`config.mk`:
```
export PLATFORM = sky130hd
export DESIGN_NAME = sdram_ctrl
export DESIGN_NICKNAME = d
export VERILOG_FILES = /design/src/rtl/sdc_pkg.sv /design/src/rtl/sdc_refresh_timer.sv /design/src/rtl/sdc_read_capture.sv /design/src/rtl/sdc_sequencer.sv /design/src/rtl/sdram_ctrl.sv
export SDC_FILE = /design/constraint.sdc
export NUM_CORES = 1
export LEC_CHECK = 0
export BUFFER_PORTS_ARGS = -buffer_cell sky130_fd_sc_hd__buf_2
export CORE_UTILIZATION = 50
export DETAILED_ROUTE_END_ITERATION = 6
export PLACE_DENSITY = 0.76
export SYNTH_ARGS = -nofsm -noshare
export SYNTH_HDL_FRONTEND = slang
export SYNTH_SLANG_ARGS = --single-unit
```
`constraint.sdc`:
```
create_clock -name clk -period 5.73 [get_ports clk]
set_input_delay 0.8595 -clock clk [delete_from_list [all_inputs] [get_ports clk]]
set_output_delay 0.8595 -clock clk [all_outputs]
set_load 0.05 [all_outputs]
```
`src/rtl/sdc_pkg.sv`:
```
package sdc_pkg;

    // {cs_n, ras_n, cas_n, we_n}
    typedef enum logic [3:0] {
        CMD_MRS = 4'b0000,
        CMD_REF = 4'b0001,
        CMD_PRE = 4'b0010,
        CMD_ACT = 4'b0011,
        CMD_WR  = 4'b0100,
        CMD_RD  = 4'b0101,
        CMD_NOP = 4'b0111
    } sd_cmd_e;

    typedef enum logic [2:0] {
        ST_POWER,
        ST_INIT_REF_A,
        ST_INIT_REF_B,
        ST_INIT_MODE,
        ST_IDLE,
        ST_ACCESS
    } seq_st_e;

    localparam int TMRD_CYC = 2;

    function automatic int ceil_div(input int num, input int den);
        return (num + den - 1) / den;
    endfunction

endpackage

```
`src/rtl/sdc_refresh_timer.sv`:
```
module sdc_refresh_timer #(
    parameter int REF_CYC = 48
) (
    input  logic clk,
    input  logic rst_n,
    input  logic ref_ack,
    output logic ref_due
);
    localparam int CW = $clog2(REF_CYC + 1);

    typedef struct packed {
        logic [CW-1:0] cnt;
        logic          due;
    } tmr_t;

    tmr_t q, d;

    always_comb begin
        d = q;
        if (q.cnt == '0) begin
            d.cnt = CW'(REF_CYC - 1);
        end else begin
            d.cnt = q.cnt - 1'b1;
        end
        d.due = (q.due & ~ref_ack) | (q.cnt == '0);
    end

    always_ff @(posedge clk or negedge rst_n) begin
        if (!rst_n) begin
            q.cnt <= CW'(REF_CYC - 1);
            q.due <= 1'b0;
        end else begin
            q <= d;
        end
    end

    assign ref_due = q.due;

    // a pending refresh stays pending until the sequencer takes it
    a_r9_due_held: assert property (@(posedge clk) disable iff (!rst_n)
        (q.due && !ref_ack) |=> q.due)
        else $error("refresh request dropped before service");

    // the sequencer acknowledges only a pending refresh
    a_r9_ack_when_due: assert property (@(posedge clk) disable iff (!rst_n)
        ref_ack |-> q.due)
        else $error("refresh acknowledged while none pending");

endmodule

```
`src/rtl/sdc_read_capture.sv`:
```
module sdc_read_capture #(
    parameter int LAT = 2,
    parameter int DW  = 64
) (
    input  logic          clk,
    input  logic          rst_n,
    input  logic          rd_on_bus,
    input  logic [DW-1:0] dq_i,
    output logic [DW-1:0] rdata,
    output logic          rvalid
);
    typedef struct packed {
        logic [LAT-1:0] pipe;
        logic [DW-1:0]  data;
        logic           vld;
    } cap_t;

    cap_t q, d;

    always_comb begin
        d      = q;
        d.pipe = {q.pipe[LAT-2:0], rd_on_bus};
        d.vld  = q.pipe[LAT-1];
        if (q.pipe[LAT-1]) begin
            d.data = dq_i;
        end
    end

    always_ff @(posedge clk or negedge rst_n) begin
        if (!rst_n) begin
            q <= '0;
        end else begin
            q <= d;
        end
    end

    assign rdata  = q.data;
    assign rvalid = q.vld;

    // single-beat reads spaced by their recovery give one-cycle strobes
    a_r7_rvalid_single: assert property (@(posedge clk) disable iff (!rst_n)
        q.vld |=> !q.vld)
        else $error("rvalid held longer than one cycle");

endmodule

```
`src/rtl/sdc_sequencer.sv`:
```
module sdc_sequencer
    import sdc_pkg::*;
#(
    parameter int LAT      = 2,
    parameter int ROW_BITS = 12,
    parameter int COL_BITS = 8,
    parameter int DW       = 64,
    parameter int INIT_CYC = 5000,
    parameter int RFC_CYC  = 4
) (
    input  logic                          clk,
    input  logic                          rst_n,
    input  logic                          req,
    input  logic                          we,
    input  logic [2+ROW_BITS+COL_BITS-1:0] addr,
    input  logic [DW-1:0]                 wdata,
    input  logic [DW/8-1:0]               wbe,
    input  logic                          ref_due,
    output logic                          ready,
    output logic                          init_done,
    output logic                          ref_ack,
    output sd_cmd_e                       cmd,
    output logic [1:0]                    ba,
    output logic [ROW_BITS-1:0]           a,
    output logic [DW/8-1:0]               dqm,
    output logic [DW-1:0]                 dq_o,
    output logic                          dq_oe
);
    localparam int AW = 2 + ROW_BITS + COL_BITS;
    localparam int NB = DW / 8;
    localparam int WW = $clog2(INIT_CYC + RFC_CYC + LAT + 4);

    typedef struct packed {
        seq_st_e         st;
        logic [WW-1:0]   wait_c;
        sd_cmd_e         cmd;
        logic [1:0]      ba;
        logic [ROW_BITS-1:0] a;
        logic [NB-1:0]   dqm;
        logic [DW-1:0]   dq;
        logic            oe;
        logic            done;
        logic            we;
        logic [AW-1:0]   addr;
        logic [DW-1:0]   wdata;
        logic [NB-1:0]   be;
    } seq_t;

    seq_t q, d;
    logic idle_free;

    assign idle_free = (q.st == ST_IDLE) && (q.wait_c == '0);
    assign ready     = idle_free && q.done && !ref_due;

    always_comb begin
        d       = q;
        d.cmd   = CMD_NOP;
        d.oe    = 1'b0;
        d.dqm   = '0;
        ref_ack = 1'b0;
        if (q.wait_c != '0) begin
            d.wait_c = q.wait_c - 1'b1;
        end else begin
            unique case (q.st)
                ST_POWER: begin
                    d.cmd    = CMD_PRE;
                    d.a      = '0;
                    d.a[10]  = 1'b1;
                    d.wait_c = WW'(LAT - 1);
                    d.st     = ST_INIT_REF_A;
                end
                ST_INIT_REF_A: begin
                    d.cmd    = CMD_REF;
                    d.wait_c = WW'(RFC_CYC - 1);
                    d.st     = ST_INIT_REF_B;
                end
                ST_INIT_REF_B: begin
                    d.cmd    = CMD_REF;
                    d.wait_c = WW'(RFC_CYC - 1);
                    d.st     = ST_INIT_MODE;
                end
                ST_INIT_MODE: begin
                    d.cmd    = CMD_MRS;
                    d.ba     = '0;
                    d.a      = '0;
                    d.a[6:4] = 3'(LAT);
                    d.wait_c = WW'(TMRD_CYC - 1);
                    d.st     = ST_IDLE;
                end
                ST_IDLE: begin
                    d.done = 1'b1;
                    if (q.done && ref_due) begin
                        d.cmd    = CMD_REF;
                        ref_ack  = 1'b1;
                        d.wait_c = WW'(RFC_CYC - 1);
                    end else if (req && ready) begin
                        d.we     = we;
                        d.addr   = addr;
                        d.wdata  = wdata;
                        d.be     = wbe;
                        d.cmd    = CMD_ACT;
                        d.ba     = addr[AW-1 -: 2];
                        d.a      = addr[COL_BITS +: ROW_BITS];
                        d.wait_c = WW'(LAT - 1);
                        d.st     = ST_ACCESS;
                    end
                end
                ST_ACCESS: begin
                    d.cmd    = q.we ? CMD_WR : CMD_RD;
                    d.ba     = q.addr[AW-1 -: 2];
                    d.a      = '0;
                    d.a[COL_BITS-1:0] = q.addr[COL_BITS-1:0];
                    d.a[10]  = 1'b1;
                    if (q.we) begin
                        d.oe  = 1'b1;
                        d.dq  = q.wdata;
                        d.dqm = ~q.be;
                    end
                    d.wait_c = WW'(LAT + 1);
                    d.st     = ST_IDLE;
                end
                default: d.st = ST_IDLE;
            endcase
        end
    end

    always_ff @(posedge clk or negedge rst_n) begin
        if (!rst_n) begin
            q        <= '0;
            q.st     <= ST_POWER;
            q.wait_c <= WW'(INIT_CYC);
            q.cmd    <= CMD_NOP;
        end else begin
            q <= d;
        end
    end

    assign init_done = q.done;
    assign cmd       = q.cmd;
    assign ba        = q.ba;
    assign a         = q.a;
    assign dqm       = q.dqm;
    assign dq_o      = q.dq;
    assign dq_oe     = q.oe;

    // every column access requests auto precharge
    a_r4_rw_autopre: assert property (@(posedge clk) disable iff (!rst_n)
        (q.cmd == CMD_RD || q.cmd == CMD_WR) |-> q.a[10])
        else $error("column access without auto precharge");

    // ACTIVE is always followed by at least one NOP cycle
    a_r5_act_gap: assert property (@(posedge clk) disable iff (!rst_n)
        (q.cmd == CMD_ACT) |=> (q.cmd == CMD_NOP))
        else $error("command issued right after ACTIVE");

    // data bus driven only in a WRITE cycle
    a_r6_oe_write: assert property (@(posedge clk) disable iff (!rst_n)
        q.oe |-> (q.cmd == CMD_WR))
        else $error("data driven outside WRITE");

    // the bus is quiet whenever a request could be taken
    a_r8_ready_quiet: assert property (@(posedge clk) disable iff (!rst_n)
        ready |-> (q.cmd == CMD_NOP))
        else $error("ready while a command is on the bus");

    // accepting a request drops ready in the next cycle
    a_r8_accept_drops: assert property (@(posedge clk) disable iff (!rst_n)
        (req && ready) |=> !ready)
        else $error("ready stayed high after accept");

endmodule

```
`src/rtl/sdram_ctrl.sv`:
```
module sdram_ctrl
    import sdc_pkg::*;
#(
    parameter int CLK_MHZ  = 50,
    parameter int LAT      = 2,
    parameter int ROW_BITS = 12,
    parameter int COL_BITS = 8,
    parameter int INIT_US  = 100,
    parameter int TRFC_NS  = 66
) (
    input  logic                           clk,
    input  logic                           rst_n,
    input  logic                           req,
    input  logic                           we,
    input  logic [2+ROW_BITS+COL_BITS-1:0] addr,
    input  logic [63:0]                    wdata,
    input  logic [7:0]                     wbe,
    output logic                           ready,
    output logic [63:0]                    rdata,
    output logic                           rvalid,
    output logic                           init_done,
    output logic                           sd_cke,
    output logic                           sd_cs_n,
    output logic                           sd_ras_n,
    output logic                           sd_cas_n,
    output logic                           sd_we_n,
    output logic [1:0]                     sd_ba,
    output logic [ROW_BITS-1:0]            sd_a,
    output logic [7:0]                     sd_dqm,
    output logic [63:0]                    sd_dq_o,
    output logic                           sd_dq_oe,
    input  logic [63:0]                    sd_dq_i
);
    localparam int DW       = 64;
    localparam int INIT_CYC = INIT_US * CLK_MHZ;
    localparam int REF_CNT  = 1 << ROW_BITS;
    localparam int REF_CYC  = (4000 * CLK_MHZ) / REF_CNT;
    localparam int RFC_CYC  = ceil_div(TRFC_NS * CLK_MHZ, 1000);

    sd_cmd_e cmd;
    logic    ref_due;
    logic    ref_ack;

    sdc_refresh_timer #(.REF_CYC(REF_CYC)) u_timer (
        .clk     (clk),
        .rst_n   (rst_n),
        .ref_ack (ref_ack),
        .ref_due (ref_due)
    );

    sdc_sequencer #(
        .LAT      (LAT),
        .ROW_BITS (ROW_BITS),
        .COL_BITS (COL_BITS),
        .DW       (DW),
        .INIT_CYC (INIT_CYC),
        .RFC_CYC  (RFC_CYC)
    ) u_seq (
        .clk       (clk),
        .rst_n     (rst_n),
        .req       (req),
        .we        (we),
        .addr      (addr),
        .wdata     (wdata),
        .wbe       (wbe),
        .ref_due   (ref_due),
        .ready     (ready),
        .init_done (init_done),
        .ref_ack   (ref_ack),
        .cmd       (cmd),
        .ba        (sd_ba),
        .a         (sd_a),
        .dqm       (sd_dqm),
        .dq_o      (sd_dq_o),
        .dq_oe     (sd_dq_oe)
    );

    sdc_read_capture #(.LAT(LAT), .DW(DW)) u_cap (
        .clk       (clk),
        .rst_n     (rst_n),
        .rd_on_bus (cmd == CMD_RD),
        .dq_i      (sd_dq_i),
        .rdata     (rdata),
        .rvalid    (rvalid)
    );

    assign {sd_cs_n, sd_ras_n, sd_cas_n, sd_we_n} = cmd;
    assign sd_cke = 1'b1;

endmodule

```
### Yosys cells after proc, flatten, opt, wreduce, memory -nomap -nowiden

Cells that the tools add are included.

* eq/ne operators: 9
* bitwise operators: 6
* add/subtract/negate cells: 2
* reductions and logical operators: 21
* multiplexer cells: 20

Operators by type and width (number)
* 95-bit 2-to-1 mux: 2
* 187-bit 2-to-1 mux: 1
* 73-bit 2-to-1 mux: 2
* 96-bit 2-to-1 mux: 1
* 17-bit one-hot mux with 5 select lines: 1
* 12-bit one-hot mux with 4 select lines: 1
* 34-bit 2-to-1 mux: 1
* 17-bit 2-to-1 mux: 1
* 14-bit 2-to-1 mux: 1
* 13-bit zero test: 1
* 13-bit 2-to-1 mux: 1
* 13-bit nonzero test: 1
* 13-bit by 1-bit subtractor with 13-bit output (second input constant): 1
* 3-bit one-hot mux with 4 select lines: 1
* 4-bit AND reduction: 3
* 8-bit inverter: 1
* 3-bit by 2-bit equality test with 1-bit output (second input constant): 2
* 3-bit equality test (second input constant): 2
* 6-bit zero test: 1
* 6-bit 2-to-1 mux: 1
* 2-bit one-hot mux with 3 select lines: 1
* 3-bit AND reduction: 2
* 6-bit nonzero test: 1
* 6-bit by 1-bit subtractor with 6-bit output (second input constant): 1
* other kinds (16): 27

* logic and storage cells: 76
* bits in registers: 277
* output and inout port bits: 159
* bits of input ports: 162

### Logic depth before layout (Yosys ltp)

* depth after elaboration: 9
* depth in mapped cells: 10
* gate-level depth less buffers: 6

### By module

A second synthesis with hierarchy kept.

* cell total of the unflattened synthesis: 767
* area, all modules: 11250.8 um2

By module, submodules not included
* sdc_sequencer: seq. area each 4764.6 um2, area an instance 8150.3 um2, cells an instance 597, times used 1
* sdc_read_capture: seq. area each 1676.6 um2, area an instance 2753.9 um2, cells an instance 138, times used 1
* sdc_refresh_timer: seq. area each 181.4 um2, area an instance 322.8 um2, cells an instance 29, times used 1
* sdram_ctrl: seq. area each 0.0 um2, area an instance 23.8 um2, cells an instance 3, times used 1

### Worst setup path after synthesis

OpenSTA, ideal clock, no wires.

* path kind: reg-to-output
* start point: register u_seq.q[187] (netlist name)
* end point: output port ready
* path slack: 2.985 ns
* cell stages (with the launch flop): 7
* required time: 4.871 ns
* buffers on the path: 0
* arrival time: 1.886 ns
* path through: dfrtp_1 -> inv_1 -> ha_1 -> nor4b_4 -> nand4_1 -> nor2_1 -> and4_1

* word-level cells in the longest chain between the ends: 4

Ends and longest elaborated chain
* start, declared: RTL line sdc_sequencer.sv:49 `seq_t q, d;`
* 13-bit zero test: RTL line sdc_sequencer.sv:52 `assign idle_free = (q.st == ST_IDLE) && (q.wait_c == '0);`
* 1-bit logical AND: RTL line sdc_sequencer.sv:52
* 1-bit logical AND (2 in a row): RTL line sdc_sequencer.sv:53 `assign ready = idle_free && q.done && !ref_due;`
* end, declared: RTL line sdram_ctrl.sv:18 `output logic ready,`

No other way between the ends.

### Worst setup path in the final report

Ends and elaborated chain as after synthesis.

==> Implementation_results.wiki <==
{| class="wikitable"
! Metric !! Value
|-
| Result of the run || finished clean
|-
| Total leakage power || 6.98 nW
|-
| Number of buffers on the longest clock path || 3
|-
| Max-slew violation count || 0
|-
| WS Path Type || flop to primary output
|-
| Max-cap check violation count || 0
|-
| FFs w/ async S/R, synth || 1.00
|-
| Dominant synthesized flop cell || sky130_fd_sc_hd__dfrtp_1
|-
| Combined global-route utilization of all metal layers || 0.189
|-
| Vias in the first global route || 6448
|-
| Actual slew at the worst max-slew pin || 0.869 ns
|-
| Worst Hold Endpoint || u_cap.d[0]$_DFF_PN0_
|-
| Total of flip-flops plus latches after synthesis || 264
|-
| DRC violation total after the first TritonRoute iteration || 220
|-
| Clock sink count || 264
|-
| Estimated wirelength of the detail-placed design || 15100 um
|-
| Critical Path AT || 2.81 ns
|-
| Combinational cell fraction of total power || 0.175
|-
| Drt via density || 5.05
|-
| Post-Syn Nets || 925
|-
| Die Ht || 150 um
|-
| Initial core utilization || 0.515
|-
| Category of the worst setup path launch point || flop
|-
| Core Area || 21200 um^2
|-
| Cell area after synthesis || 10900 um^2
|-
| Total power || 4.96 mW
|-
| Die X-Extent || 150 um
|-
| Layout Cell Area excl Fill || 13000 um^2
|-
| Antenna Violating Nets Remaining || 0
|-
| Fraction of power spent switching nets || 0.291
|-
| Startpoint of the lowest-slack register-to-register path || u_seq.q[187]$_DFFE_PN0P_
|-
| Number of vias after detailed routing || 6508
|-
| Cells after Synth || 759
|-
| Standard-cell rows || 53
|-
| Time the worst path needs with I/O delays and setup || 3.67 ns
|-
| Count of cell types in the netlist || 52
|-
| Hold path startpoint || u_cap.d[66]$_DFF_PN0_
|-
| Most common cell after layout, fill and taps aside || sky130_fd_sc_hd__buf_2
|-
| Clock root buffer master || sky130_fd_sc_hd__clkbuf_16
|-
| CP max-delay cell || sky130_fd_sc_hd__dfrtp_1
|-
| Total of warnings raised by yosys || 0
|-
| Net Sw Power || 1.45 mW
|-
| Hold Crit Class || flop to flop
|-
| Portion of synthesized cell area occupied by the leading cell type || 0.577
|-
| Worst-case vdd ir drop || 0.000290 V
|-
| TritonCTS clock tree || done
|-
| Number of cells on the worst reg-to-reg path || 7
|-
| Worst hold slack across all endpoints || 0.358 ns
|-
| Share of the clock period used by the worst path || 0.641
|-
| Worst setup skew after layout || 0.0206 ns
|-
| Post-synthesis average cell area || 14.3 um^2
|-
| Port buffer count || 318
|-
| H-tree levels || 1
|-
| Hold Path Depth || 0
|-
| Wire length of the first global-routing pass || 33200 um
|-
| Sum of routed wire length over all layers || 21800 um
|-
| Endpoints failing hold || 0
|-
| Postcts setup bufs || 0
|-
| Category of cells accounting for the largest share of critical-path delay || simple AND/OR/NAND/NOR gates
|-
| Part of the power in the clock network || 0.366
|-
| Io pins || 321
|-
| Detailed-routing iteration count for the pre-antenna-repair pass || 4
|-
| Cell Area, Placed || 12000 um^2
|-
| Buffering stage count on the worst path with inverters included || 2
|-
| Number of antenna violations at the first check in global routing || 1
|-
| TritonCTS Buffers || 28
|-
| Post-route DRC violation count || 0
|-
| Critical Path Max Stage Delay || 0.44 ns
|-
| Internal power contribution || 3.52 mW
|-
| Flop pwr share || 0.458
|-
| Nets || 1157
|-
| RSZ-0062 raised after global routing || no
|-
| R2r endpoint || u_seq.q[45]$_DFFE_PN0P_
|-
| Setup slack, reg-to-reg || 2.18 ns
|-
| Hold-fix buffers, CTS || 0
|-
| Grt total ovfl || 0
|-
| Post-DR wirelength/cell || 16.9 um
|-
| Post-synth EDFFs || 0
|-
| Top library cells by usage in the layout, fill and taps aside || sky130_fd_sc_hd__buf_2 (317), sky130_fd_sc_hd__dfrtp_1 (250), sky130_fd_sc_hd__mux2_2 (125)
|-
| Proportion of synthesized chip area in sequential cells || 0.608
|-
| Power Dens Cells || 382 nW/um^2
|-
| Fmax || 272 MHz
|-
| Category of the worst setup path capture point || primary output
|-
| Relative slew margins || 0.421
|-
| Area leader, netlist || sky130_fd_sc_hd__dfrtp_1
|-
| Final-report setup violation count || 0
|-
| Area contributors post-synth || sky130_fd_sc_hd__dfrtp_1 (58%), sky130_fd_sc_hd__mux2_2 (13%), sky130_fd_sc_hd__mux2_1 (9.2%)
|-
| Required @ worst endpoint || 4.87 ns
|-
| Biggest fanout along the worst timing path || 9
|-
| Weighted congestion reported at the end of routability-driven placement || 0.785
|-
| Total negative slack || 0 ns
|-
| Area added between synthesis and finish || 19.2%
|-
| Pin count of the biggest net entering global routing || 150
|-
| Layout cells sized above 1 || 0.505
|-
| Critical path cell sequence || inv_1 -> ha_1 -> nor4b_4 -> nand4_1 -> nor2_1 -> and4_1 -> buf_2
|-
| Clock slew seen by the registers of the worst setup and hold paths || 0.06 ns
|-
| Worst skew pair latency || 0.53 ns
|-
| Area of the die || 22400 um^2
|-
| Post-cts sizing count || 0
|}
metrics by stage:
step,setup WS (ns),utilization,std cells
6_report,2.06,0.613,1289
5_1_grt,1.86,0.613,1289
4_1_cts,2.04,0.613,1288
3_5_place_dp,2.20,0.569,1236
3_3_place_gp,2.32,0.569,1236
2_1_floorplan,2.98,-,759
metal layers:
metal  share of wire  up-vias  track usage
met2            0.52      220        0.341
met4           0.027        0       0.0648
met5               0        -            0
li1                -     3036            -
met1            0.38     3213        0.220
met3           0.073       39       0.0430
logic make-up (layout without fill, tap and decap cells):
kind of cell	Yosys count	in the layout	share of synthesized area
AO/OA/AOI/OAI	56	56	0.0365
XOR/XNOR	3	3	0.00241
adder cells (fa/ha/maj)	4	4	0.00460
other	2	3	0.000690
AND/OR/NAND/NOR	85	85	0.0431
flip-flops	264	264	0.608
multiplexers	216	216	0.223
buffers and inverters	129	383	0.0814
synth_stat cells (all sizes together) (4+ instances only):
master   instances
dfrtp          251
a22oi            8
mux2           214
o2bb2ai          8
buf            106
nor3            10
a21o             4
inv              9
dfstp           13
nor2            21
a22o             6
nand2           20
a21oi            6
nand3            7
o21ai           13
ha               4
clkbuf          14
layout make-up:
type / instances / area [um^2]
inverters: 9 / 33.8
repair buffers: 322 / 1640
clock buffers: 41 / 790
clock inverters: 11 / 154
multi-input cells: 366 / 3380
fillers: 1632 / 8180
flip-flops and latches: 264 / 6620
diodes: 1 / 2.50
well taps: 275 / 344
worst max-delay path by stage:
stage | from | end | slack [ns] | cells past startpoint
after detailed placement | u_seq.q[187]$_DFFE_PN0P_ | u_seq.q[45]$_DFFE_PN0P_ | 2.20 | 7
after floorplan | u_seq.q[187]$_DFFE_PN0P_ | ready | 2.98 | 6
after global routing | u_seq.q[187]$_DFFE_PN0P_ | ready | 1.86 | 7
final | u_seq.q[187]$_DFFE_PN0P_ | ready | 2.06 | 7
after global placement | u_seq.q[187]$_DFFE_PN0P_ | u_seq.q[94]$_DFFE_PN0P_ | 2.32 | 7
after CTS | u_seq.q[187]$_DFFE_PN0P_ | ready | 2.04 | 7
flip-flops by register name, summed over array words and instances (netlist names):
signal,count
u_seq.q,99
u_cap.rdata,64
u_seq.dq_o,64
u_seq.a,12
u_seq.dqm,8
u_timer.q,6
u_seq.cmd,3
u_cap.d,2
u_seq.ba,2
u_cap.rvalid,1
u_seq.dq_oe,1
u_seq.init_done,1
u_timer.ref_due,1
power by group through the flow:
stage / sequential (mW) / combinational [mW] / clock (mW)
CTS: 2.27 / 0.878 / 1.87
detailed placement: 2.30 / 0.876 / 0
finish: 2.27 / 0.869 / 1.82
global route: 2.31 / 0.932 / 1.95
global placement: 2.29 / 0.858 / 0
floorplan: 2.46 / 0.486 / 0
Note: power is estimated with default switching activity, not from simulation.
